<file path="src/rtl/rlc_pkg.sv">
// Shared constants of the timed net controller: sizes, incidence
// matrices, output map and the index of the transition that loads
// the timer. Assumes a 1-safe net, places in bit order p1..p5.
package rlc_pkg;

    localparam int N_PLACE = 5;
    localparam int N_TRANS = 4;
    localparam int N_IN    = 3;
    localparam int N_OUT   = 2;

    // input bit positions
    localparam int IN_GO = 0;
    localparam int IN_B  = 1;
    localparam int IN_C  = 2;

    typedef logic [N_PLACE-1:0] mark_t;
    typedef logic [N_TRANS-1:0] trans_t;

    // places consumed by each transition (entry 0 = T1)
    localparam logic [N_TRANS-1:0][N_PLACE-1:0] PRE_M = {
        5'b11000,   // T4 consumes p4, p5
        5'b00100,   // T3 consumes p3
        5'b00010,   // T2 consumes p2
        5'b00001    // T1 consumes p1
    };

    // places produced by each transition
    localparam logic [N_TRANS-1:0][N_PLACE-1:0] POST_M = {
        5'b00001,   // T4 -> p1
        5'b10000,   // T3 -> p5
        5'b01000,   // T2 -> p4
        5'b00110    // T1 -> p2, p3
    };

    // places driving each action output
    localparam logic [N_OUT-1:0][N_PLACE-1:0] OUT_M = {
        5'b10010,   // action 1: p2 | p5
        5'b00110    // action 0: p2 | p3
    };

    localparam mark_t INIT_MARK  = 5'b00001;
    localparam int    LOAD_TRANS = 2;   // T3 loads the timer

endpackage

</file>
<file path="src/rtl/rlc_tick_div.sv">
// Time-base divider. Produces a one-cycle tick every CLK_PER_MS clocks
// (millisecond mode) or every CLK_PER_MS*MS_PER_S clocks (seconds mode).
// A clear input restarts the phase so that a freshly loaded timer sees
// a full first period. Assumes CLK_PER_MS >= 1 and MS_PER_S >= 1.
module rlc_tick_div #(
    parameter int CLK_PER_MS = 50000,
    parameter int MS_PER_S   = 1000,
    parameter bit USE_SEC    = 1'b1
) (
    input  logic clk,
    input  logic rst_n,
    input  logic clr_i,
    output logic tick_o
);

    localparam int MS_W = (CLK_PER_MS > 1) ? $clog2(CLK_PER_MS) : 1;
    localparam int S_W  = (MS_PER_S > 1)   ? $clog2(MS_PER_S)   : 1;
    localparam logic [MS_W-1:0] MS_LAST = MS_W'(CLK_PER_MS - 1);
    localparam logic [S_W-1:0]  S_LAST  = S_W'(MS_PER_S - 1);

    logic [MS_W-1:0] ms_q;
    logic            ms_wrap;

    assign ms_wrap = (ms_q == MS_LAST);

    // millisecond stage: count clocks, wrap at the last one
    always_ff @(posedge clk) begin
        if (!rst_n || clr_i) begin
            ms_q <= '0;
        end else if (ms_wrap) begin
            ms_q <= '0;
        end else begin
            ms_q <= ms_q + MS_W'(1);
        end
    end

    generate
        if (USE_SEC) begin : g_sec
            logic [S_W-1:0] s_q;
            logic           s_wrap;

            assign s_wrap = (s_q == S_LAST);

            // second stage: count millisecond wraps
            always_ff @(posedge clk) begin
                if (!rst_n || clr_i) begin
                    s_q <= '0;
                end else if (ms_wrap) begin
                    s_q <= s_wrap ? '0 : s_q + S_W'(1);
                end
            end

            assign tick_o = ms_wrap && s_wrap;

            AST_SEC_BOUND: assert property (@(posedge clk) disable iff (!rst_n)
                s_q <= S_LAST);
        end else begin : g_ms
            assign tick_o = ms_wrap;
        end
    endgenerate

    AST_MS_BOUND: assert property (@(posedge clk) disable iff (!rst_n)
        ms_q <= MS_LAST);

    AST_CLR_NO_TICK: assert property (@(posedge clk) disable iff (!rst_n)
        (clr_i && CLK_PER_MS > 1) |=> !tick_o);

endmodule

</file>
<file path="src/rtl/rlc_timer.sv">
// Retriggerable countdown timer. A load pulse sets the count to PRESET
// and restarts the time base. Each tick then lowers the count by one,
// stopping at zero. Done means zero and, if QUALIFY_DONE is set, loaded
// at least once since reset. Load wins over a tick in the same cycle.
module rlc_timer #(
    parameter int CLK_PER_MS   = 50000,
    parameter int MS_PER_S     = 1000,
    parameter bit USE_SEC      = 1'b1,
    parameter int PRESET       = 5,
    parameter bit QUALIFY_DONE = 1'b1
) (
    input  logic                            clk,
    input  logic                            rst_n,
    input  logic                            load_i,
    output logic [$clog2(PRESET+1)-1:0]     count_o,
    output logic                            done_o
);

    localparam int CNT_W = $clog2(PRESET + 1);
    localparam logic [CNT_W-1:0] PRESET_V = CNT_W'(PRESET);

    logic [CNT_W-1:0] cnt_q;
    logic             armed_q;
    logic             tick;
    logic             zero;

    rlc_tick_div #(
        .CLK_PER_MS (CLK_PER_MS),
        .MS_PER_S   (MS_PER_S),
        .USE_SEC    (USE_SEC)
    ) div_i (
        .clk    (clk),
        .rst_n  (rst_n),
        .clr_i  (load_i),
        .tick_o (tick)
    );

    // count register: load has priority, decrement saturates at zero
    always_ff @(posedge clk) begin
        if (!rst_n) begin
            cnt_q <= '0;
        end else if (load_i) begin
            cnt_q <= PRESET_V;
        end else if (tick && cnt_q != '0) begin
            cnt_q <= cnt_q - CNT_W'(1);
        end
    end

    // armed flag: remembers that a load has happened since reset
    always_ff @(posedge clk) begin
        if (!rst_n) begin
            armed_q <= 1'b0;
        end else if (load_i) begin
            armed_q <= 1'b1;
        end
    end

    assign zero = (cnt_q == '0);

    generate
        if (QUALIFY_DONE) begin : g_qual
            assign done_o = zero && armed_q;
        end else begin : g_raw
            assign done_o = zero;
        end
    endgenerate

    assign count_o = cnt_q;

    AST_CNT_LE_PRESET: assert property (@(posedge clk) disable iff (!rst_n)
        cnt_q <= PRESET_V);

    AST_LOAD_PRESET: assert property (@(posedge clk) disable iff (!rst_n)
        load_i |=> cnt_q == PRESET_V);

    AST_STEP_ONE: assert property (@(posedge clk) disable iff (!rst_n)
        !load_i |=> (cnt_q == $past(cnt_q) || cnt_q == $past(cnt_q) - CNT_W'(1)));

    AST_ZERO_STAYS: assert property (@(posedge clk) disable iff (!rst_n)
        (!load_i && cnt_q == '0) |=> cnt_q == '0);

    AST_DONE_ZERO: assert property (@(posedge clk) disable iff (!rst_n)
        done_o |-> cnt_q == '0);

endmodule

</file>
<file path="src/rtl/rlc_net_core.sv">
// Net evaluation for the fixed five-place controller. Registers the raw
// inputs once, forms transition conditions, fires every enabled
// transition in one edge and registers the actions from the next
// marking. Exposes the firing of the loading transition as a
// combinational pulse. Assumes the net stays 1-safe.
module rlc_net_core
    import rlc_pkg::*;
(
    input  logic              clk,
    input  logic              rst_n,
    input  logic [N_IN-1:0]   ev_raw,
    input  logic              tmr_done,
    output mark_t             mark_q,
    output logic [N_OUT-1:0]  act_q,
    output logic              load_o
);

    logic [N_IN-1:0]  ev_q;
    trans_t           cond;
    trans_t           fire;
    mark_t            produce;
    mark_t            consume;
    mark_t            mark_nx;
    logic [N_OUT-1:0] act_nx;

    // input stage: one register so conditions see settled values
    always_ff @(posedge clk) begin
        if (!rst_n) begin
            ev_q <= '0;
        end else begin
            ev_q <= ev_raw;
        end
    end

    // transition conditions, T4 includes the timer feedback
    always_comb begin
        cond[0] = ev_q[IN_GO];
        cond[1] = ev_q[IN_C];
        cond[2] = ev_q[IN_B] && ev_q[IN_C];
        cond[3] = ev_q[IN_GO] && tmr_done;
    end

    // firing: condition and every input place marked
    generate
        for (genvar t = 0; t < N_TRANS; t++) begin : g_fire
            assign fire[t] = cond[t] && ((mark_q & PRE_M[t]) == PRE_M[t]);
        end
    endgenerate

    // token flow: collect produced and consumed places over all firings
    always_comb begin
        produce = '0;
        consume = '0;
        for (int t = 0; t < N_TRANS; t++) begin
            if (fire[t]) begin
                produce = produce | POST_M[t];
                consume = consume | PRE_M[t];
            end
        end
        mark_nx = produce | (mark_q & ~consume);
    end

    // action map taken from the next marking
    generate
        for (genvar o = 0; o < N_OUT; o++) begin : g_act
            assign act_nx[o] = |(mark_nx & OUT_M[o]);
        end
    endgenerate

    // state update: marking and actions on the same edge
    always_ff @(posedge clk) begin
        if (!rst_n) begin
            mark_q <= INIT_MARK;
            act_q  <= '0;
        end else begin
            mark_q <= mark_nx;
            act_q  <= act_nx;
        end
    end

    assign load_o = fire[LOAD_TRANS];

    AST_MARK_LIVE: assert property (@(posedge clk) disable iff (!rst_n)
        mark_q != '0);

    AST_ACT_MATCH: assert property (@(posedge clk) disable iff (!rst_n)
        act_q == {mark_q[1] | mark_q[4], mark_q[1] | mark_q[2]});

    AST_T4_WAITS_DONE: assert property (@(posedge clk) disable iff (!rst_n)
        (mark_q[3] && mark_q[4] && !tmr_done) |=> !mark_q[0]);

    AST_LOAD_NEEDS_P3: assert property (@(posedge clk) disable iff (!rst_n)
        load_o |=> (mark_q[4] && !mark_q[2]));

endmodule

</file>
<file path="src/rtl/rlc_timed_net.sv">
// Top of the timed net controller: the net core with the countdown
// timer fed by the loading transition and its done flag fed back into
// the return transition condition.
module rlc_timed_net
    import rlc_pkg::*;
#(
    parameter int CLK_PER_MS   = 50000,
    parameter int MS_PER_S     = 1000,
    parameter bit USE_SEC      = 1'b1,
    parameter int PRESET       = 5,
    parameter bit QUALIFY_DONE = 1'b1
) (
    input  logic                          clk,
    input  logic                          rst_n,
    input  logic [2:0]                    ev_in,
    output logic [1:0]                    act_out,
    output logic [4:0]                    mark_out,
    output logic [$clog2(PRESET+1)-1:0]   tmr_count,
    output logic                          tmr_done
);

    logic load;
    logic done;

    rlc_net_core net_i (
        .clk      (clk),
        .rst_n    (rst_n),
        .ev_raw   (ev_in),
        .tmr_done (done),
        .mark_q   (mark_out),
        .act_q    (act_out),
        .load_o   (load)
    );

    rlc_timer #(
        .CLK_PER_MS   (CLK_PER_MS),
        .MS_PER_S     (MS_PER_S),
        .USE_SEC      (USE_SEC),
        .PRESET       (PRESET),
        .QUALIFY_DONE (QUALIFY_DONE)
    ) tmr_i (
        .clk     (clk),
        .rst_n   (rst_n),
        .load_i  (load),
        .count_o (tmr_count),
        .done_o  (done)
    );

    assign tmr_done = done;

endmodule

</file>
<file path="config.mk">
export PLATFORM = sky130hd
export DESIGN_NAME = rlc_timed_net
export DESIGN_NICKNAME = d
export VERILOG_FILES = /design/src/rtl/rlc_pkg.sv /design/src/rtl/rlc_tick_div.sv /design/src/rtl/rlc_timer.sv /design/src/rtl/rlc_net_core.sv /design/src/rtl/rlc_timed_net.sv
export SDC_FILE = /design/constraint.sdc
export NUM_CORES = 1
export LEC_CHECK = 0
export ABC_CLOCK_PERIOD_IN_PS = 2900
export CAP_MARGIN = 0
export CORE_ASPECT_RATIO = 1.2
export CORE_MARGIN = 4
export CORE_UTILIZATION = 55
export DETAILED_ROUTE_END_ITERATION = 6
export MAX_ROUTING_LAYER = met4
export PLACE_DENSITY = 0.76
export SYNTH_ARGS = -nofsm -noshare
export SYNTH_HDL_FRONTEND = slang
export SYNTH_SLANG_ARGS = --single-unit
</file>
<file path="constraint.sdc">
create_clock -name clk -period 2.9 [get_ports clk]
set_clock_uncertainty 0.05 [all_clocks]
set_input_delay 0.58 -clock clk [delete_from_list [all_inputs] [get_ports clk]]
set_output_delay 0.58 -clock clk [all_outputs]
set_load 0.005 [all_outputs]
</file>
==> summary.md <==
| Metric | Value |
|---|---|
| Vias per cell | ~6.1 |
| Clock latency on the worst-skew pair | about 0.35 ns |
| CTS Buf Count | 5 |
| Hold Crit Start | tmr_i.div_i.ms_q[0]$_SDFF_PP0_ |
| Register area | 801 um2 |
| Psw | about 0.20 mW |
| Peak Freq | around 400 MHz |
| MaxCap Viol Count | 0 |
| Initial antenna violation count | 0 |
| Std cell rows | 22 |
| Tmin final | between 2 and 2.5 ns |
| Grt ovf | 0 |
| Largest net degree at the start of global routing | 15 |
| Vias in the first global route | ~1600 |
| Dominant synthesized flop cell | dfxtp_1 |
| # fillers | 264 |
| Pre-Repair DR Iteration Count | 4 |
| Post-synth ARST share | 0% |
| Crit path kind | flip-flop to output port |
| Rel. slew slack | between 60% and 70% |
| Via count | 1605 |
| Die Span Y | between 70 and 80 um |
| Gr usage total | about 20% |
| Number of flops mapped to enable cells by yosys | 0 |
| Status | completed |
| Worst EP arrival | about 1.9 ns |
| Switching portion of total power | ~22% |
| Reg2reg start | tmr_i.div_i.ms_q[0]$_SDFF_PP0_ |
| Maximum vdd drop | roughly 0.30 mV |
| Die ar. | roughly 4400 um2 |
| P&R area growth vs syn | 12.3% |
| Routability congestion estimate | 0.889 |
| Seq pwr share | 62.6% |
| Sequential share of the synthesized area | 42.9% |
| Final setup viols | 0 |
| Placed cell count | 257 |
| Comb power frac | 5.2% |
| Yosys cell types | 40 |
| Core area | roughly 3200 um2 |
| Net Count, Synth | between 200 and 250 |
| Post-placement cell area | a little over 2000 um2 |
| Power Internal | between 0.7 and 0.8 mW |
| # DRC | 0 |
| Fin area | about 2100 um2 |
| Ant diodes | 0 |
| Warnings, synthesis | 0 |
| Hold Path Class | flip-flop to flip-flop |
| Element type at the critical path start | flip-flop |
| Syn Inst Count | roughly 210 |
| Post-synthesis area per instance | about 9 um2 |
| CTS tree | yes |
| CP endpoint kind | output port |
| Clk sinks | 40 |
| Worst slew pin tran | approximately 0.53 ns |
| Post-CTS setup buffers | 0 |
| Slew Viols, Final | 0 |
| Starting DRT DRC Count | roughly 170 |
| Syn Std Cell Area | about 1900 um2 |
| Post_cts resized | 0 |
| RSZ-0062 raised after global routing | false |
| CTS H-tree depth | 2 |
| Setup crit start | tmr_i.count_o[0]$_SDFFE_PN0P_ |
| Final setup TNS | 0 ns |
| DP HPWL | 2920 um |
| DR WL/cell | approximately 15 um |
| Leakage | 0.681 nW |
| Multi-input gate area | 990 um2 |
| Final Cycle Share | 86.1% |
| CTS root buf | clkbuf_4 |
| #FFs+latches synth | 40 |
| First-pass GRT wire length | roughly 6800 um |
| Final #Nets | between 200 and 250 |
| Final WL | 4060 um |
| Reg clk slew, reported paths | around 0.12 ns |
| Cts hold-fix bufs | 0 |
| IO Pins | 16 |
| Non-Filler Instances | 265 |
| Final Hold Viols | 0 |
| Initial Util | between 50% and 60% |
| Max clock buf depth | 2 |
| P per Cell Area | 435 nW/um2 |
| Die X-Extent | 61.2 um |
| IO buf count | 15 |
| Clock power frac | between 30 and 40% |
| Detail Route Antenna Nets | 0 |
| CP Data Required Time | between 2 and 2.5 ns |
| Share of cells above drive strength 1 | 6.99% |
| CP max FO | 5 |
-- cells in the mapped netlist (2+ instances only) --
library cell / count / area share (%)
nand3_1: 10 / 2.7
ha_1: 4 / 2.7
and4_1: 4 / 1.9
nor4_1: 4 / 1.3
buf_2: 5 / 1.3
clkbuf_1: 2 / 0.40
o22ai_1: 2 / 0.67
or3_1: 6 / 2.0
o21a_1: 4 / 1.6
nand2_1: 14 / 2.8
o31a_1: 2 / 0.94
nor4b_1: 2 / 0.94
o21ai_0: 7 / 1.9
nand4_1: 10 / 3.3
nand3b_1: 4 / 1.6
nor2b_1: 2 / 0.67
nor3_1: 5 / 1.3
inv_1: 12 / 2.4
or2_2: 2 / 0.67
xnor2_1: 10 / 4.7
a21oi_1: 13 / 3.5
and2_1: 7 / 2.3
and3_1: 5 / 1.7
xor2_1: 2 / 0.94
dfxtp_1: 40 / 43
nor2_1: 18 / 3.6
and4bb_2: 3 / 2.0
-- layout by cell type (no fill, tap or decap), drive strengths merged, types with 3 or more instances in the layout --
cell type      netlist  layout
dfxtp               40      40
nor2                18      18
clkdlybuf4s50        0      15
nand2               14      14
a21oi               13      13
inv                 12      12
nand3               11      11
nand4               10      10
xnor2               10      10
clkbuf               2       8
and2                 7       7
o21ai                7       7
or3                  6       6
and3                 5       5
nor3                 5       5
o21a                 4       4
and4                 4       4
nand3b               4       4
nor4                 4       4
ha                   4       4
and4bb               3       3
nor4b                3       3
-- per-layer routing --
layer,vias up,part of all wire [%],GRT usage (%)
met5,-,0,-
met4,0,1.5,7.47
met3,6,4.1,3.78
met2,40,51,34.8
met1,765,43,23.1
li1,794,-,-
-- area by class of cell --
class / count / share of cell area [%]
Timing Repair Buffer: 16 / 7.52
Sequential cell: 40 / 38.2
Clock buffer: 8 / 2.80
Tap cell: 36 / 2.15
Multi-Input combinational cell: 153 / 47.2
Inverter: 12 / 2.15
-- critical path, stage by stage, from the launching register on --
cell and delay [ns]:
dfxtp_1 0.40, inv_1 0.07, ha_1 0.20, ha_1 0.24
and2_1 0.18, clkdlybuf4s50_1 0.44
-- sequential cells by signal, indices dropped and copies added, names as in the netlist --
signal                 count
net_i.act_q                2
tmr_i.count_o              3
tmr_i.armed_q              1
tmr_i.div_i.ms_q          16
tmr_i.div_i.g_sec.s_q     10
net_i.mark_q               5
net_i.ev_q                 3
-- cells by family (layout without fill, tap and decap cells) --
family | Yosys count | in the layout | synth area share (%)
simple gates | 101 | 101 | 32.4
buf+inv | 19 | 36 | 4.15
compound gates | 36 | 36 | 12.3
flops | 40 | 40 | 42.9
fa+ha+maj | 4 | 4 | 2.68
xor+xnor | 12 | 12 | 5.63
-- stage by stage --
stage / hold WS [ns] / worst slack, ns / utilization (%) / power [mW]
4_1_cts: 0.431 / 0.396 / 66.2 / 0.914
2_1_floorplan: 0.380 / 1.19 / - / 0.605
5_1_grt: 0.456 / 0.343 / 66.2 / 0.942
6_report: 0.426 / 0.403 / 66.2 / 0.911
3_5_place_dp: 0.406 / 0.694 / 64.4 / 0.630
3_3_place_gp: 0.395 / 0.798 / 64.4 / 0.628
-- power groups by stage --
stage / registers (mW) / logic [mW] / clock network (mW)
after global placement: 0.582 / 0.0462 / 0
final: 0.571 / 0.0475 / 0.293
after CTS: 0.571 / 0.0481 / 0.295
after detailed placement: 0.583 / 0.0473 / 0
after floorplan: 0.582 / 0.0229 / 0
after global routing: 0.573 / 0.0521 / 0.317
-- final timing paths --
| kind | to | slack (ns) | cells past startpoint |
|---|---|---|---|
| hold reg to reg | tmr_i.div_i.ms_q[0]$_SDFF_PP0_ | 0.43 | 1 |
| hold / removal | tmr_i.div_i.ms_q[0]$_SDFF_PP0_ | 0.43 | 1 |
| setup / recovery | tmr_done | 0.40 | 5 |
| setup reg to reg | tmr_i.div_i.g_sec.s_q[5]$_SDFFE_PP0N_ | 0.68 | 5 |
Power figures use the tool's default switching activity.
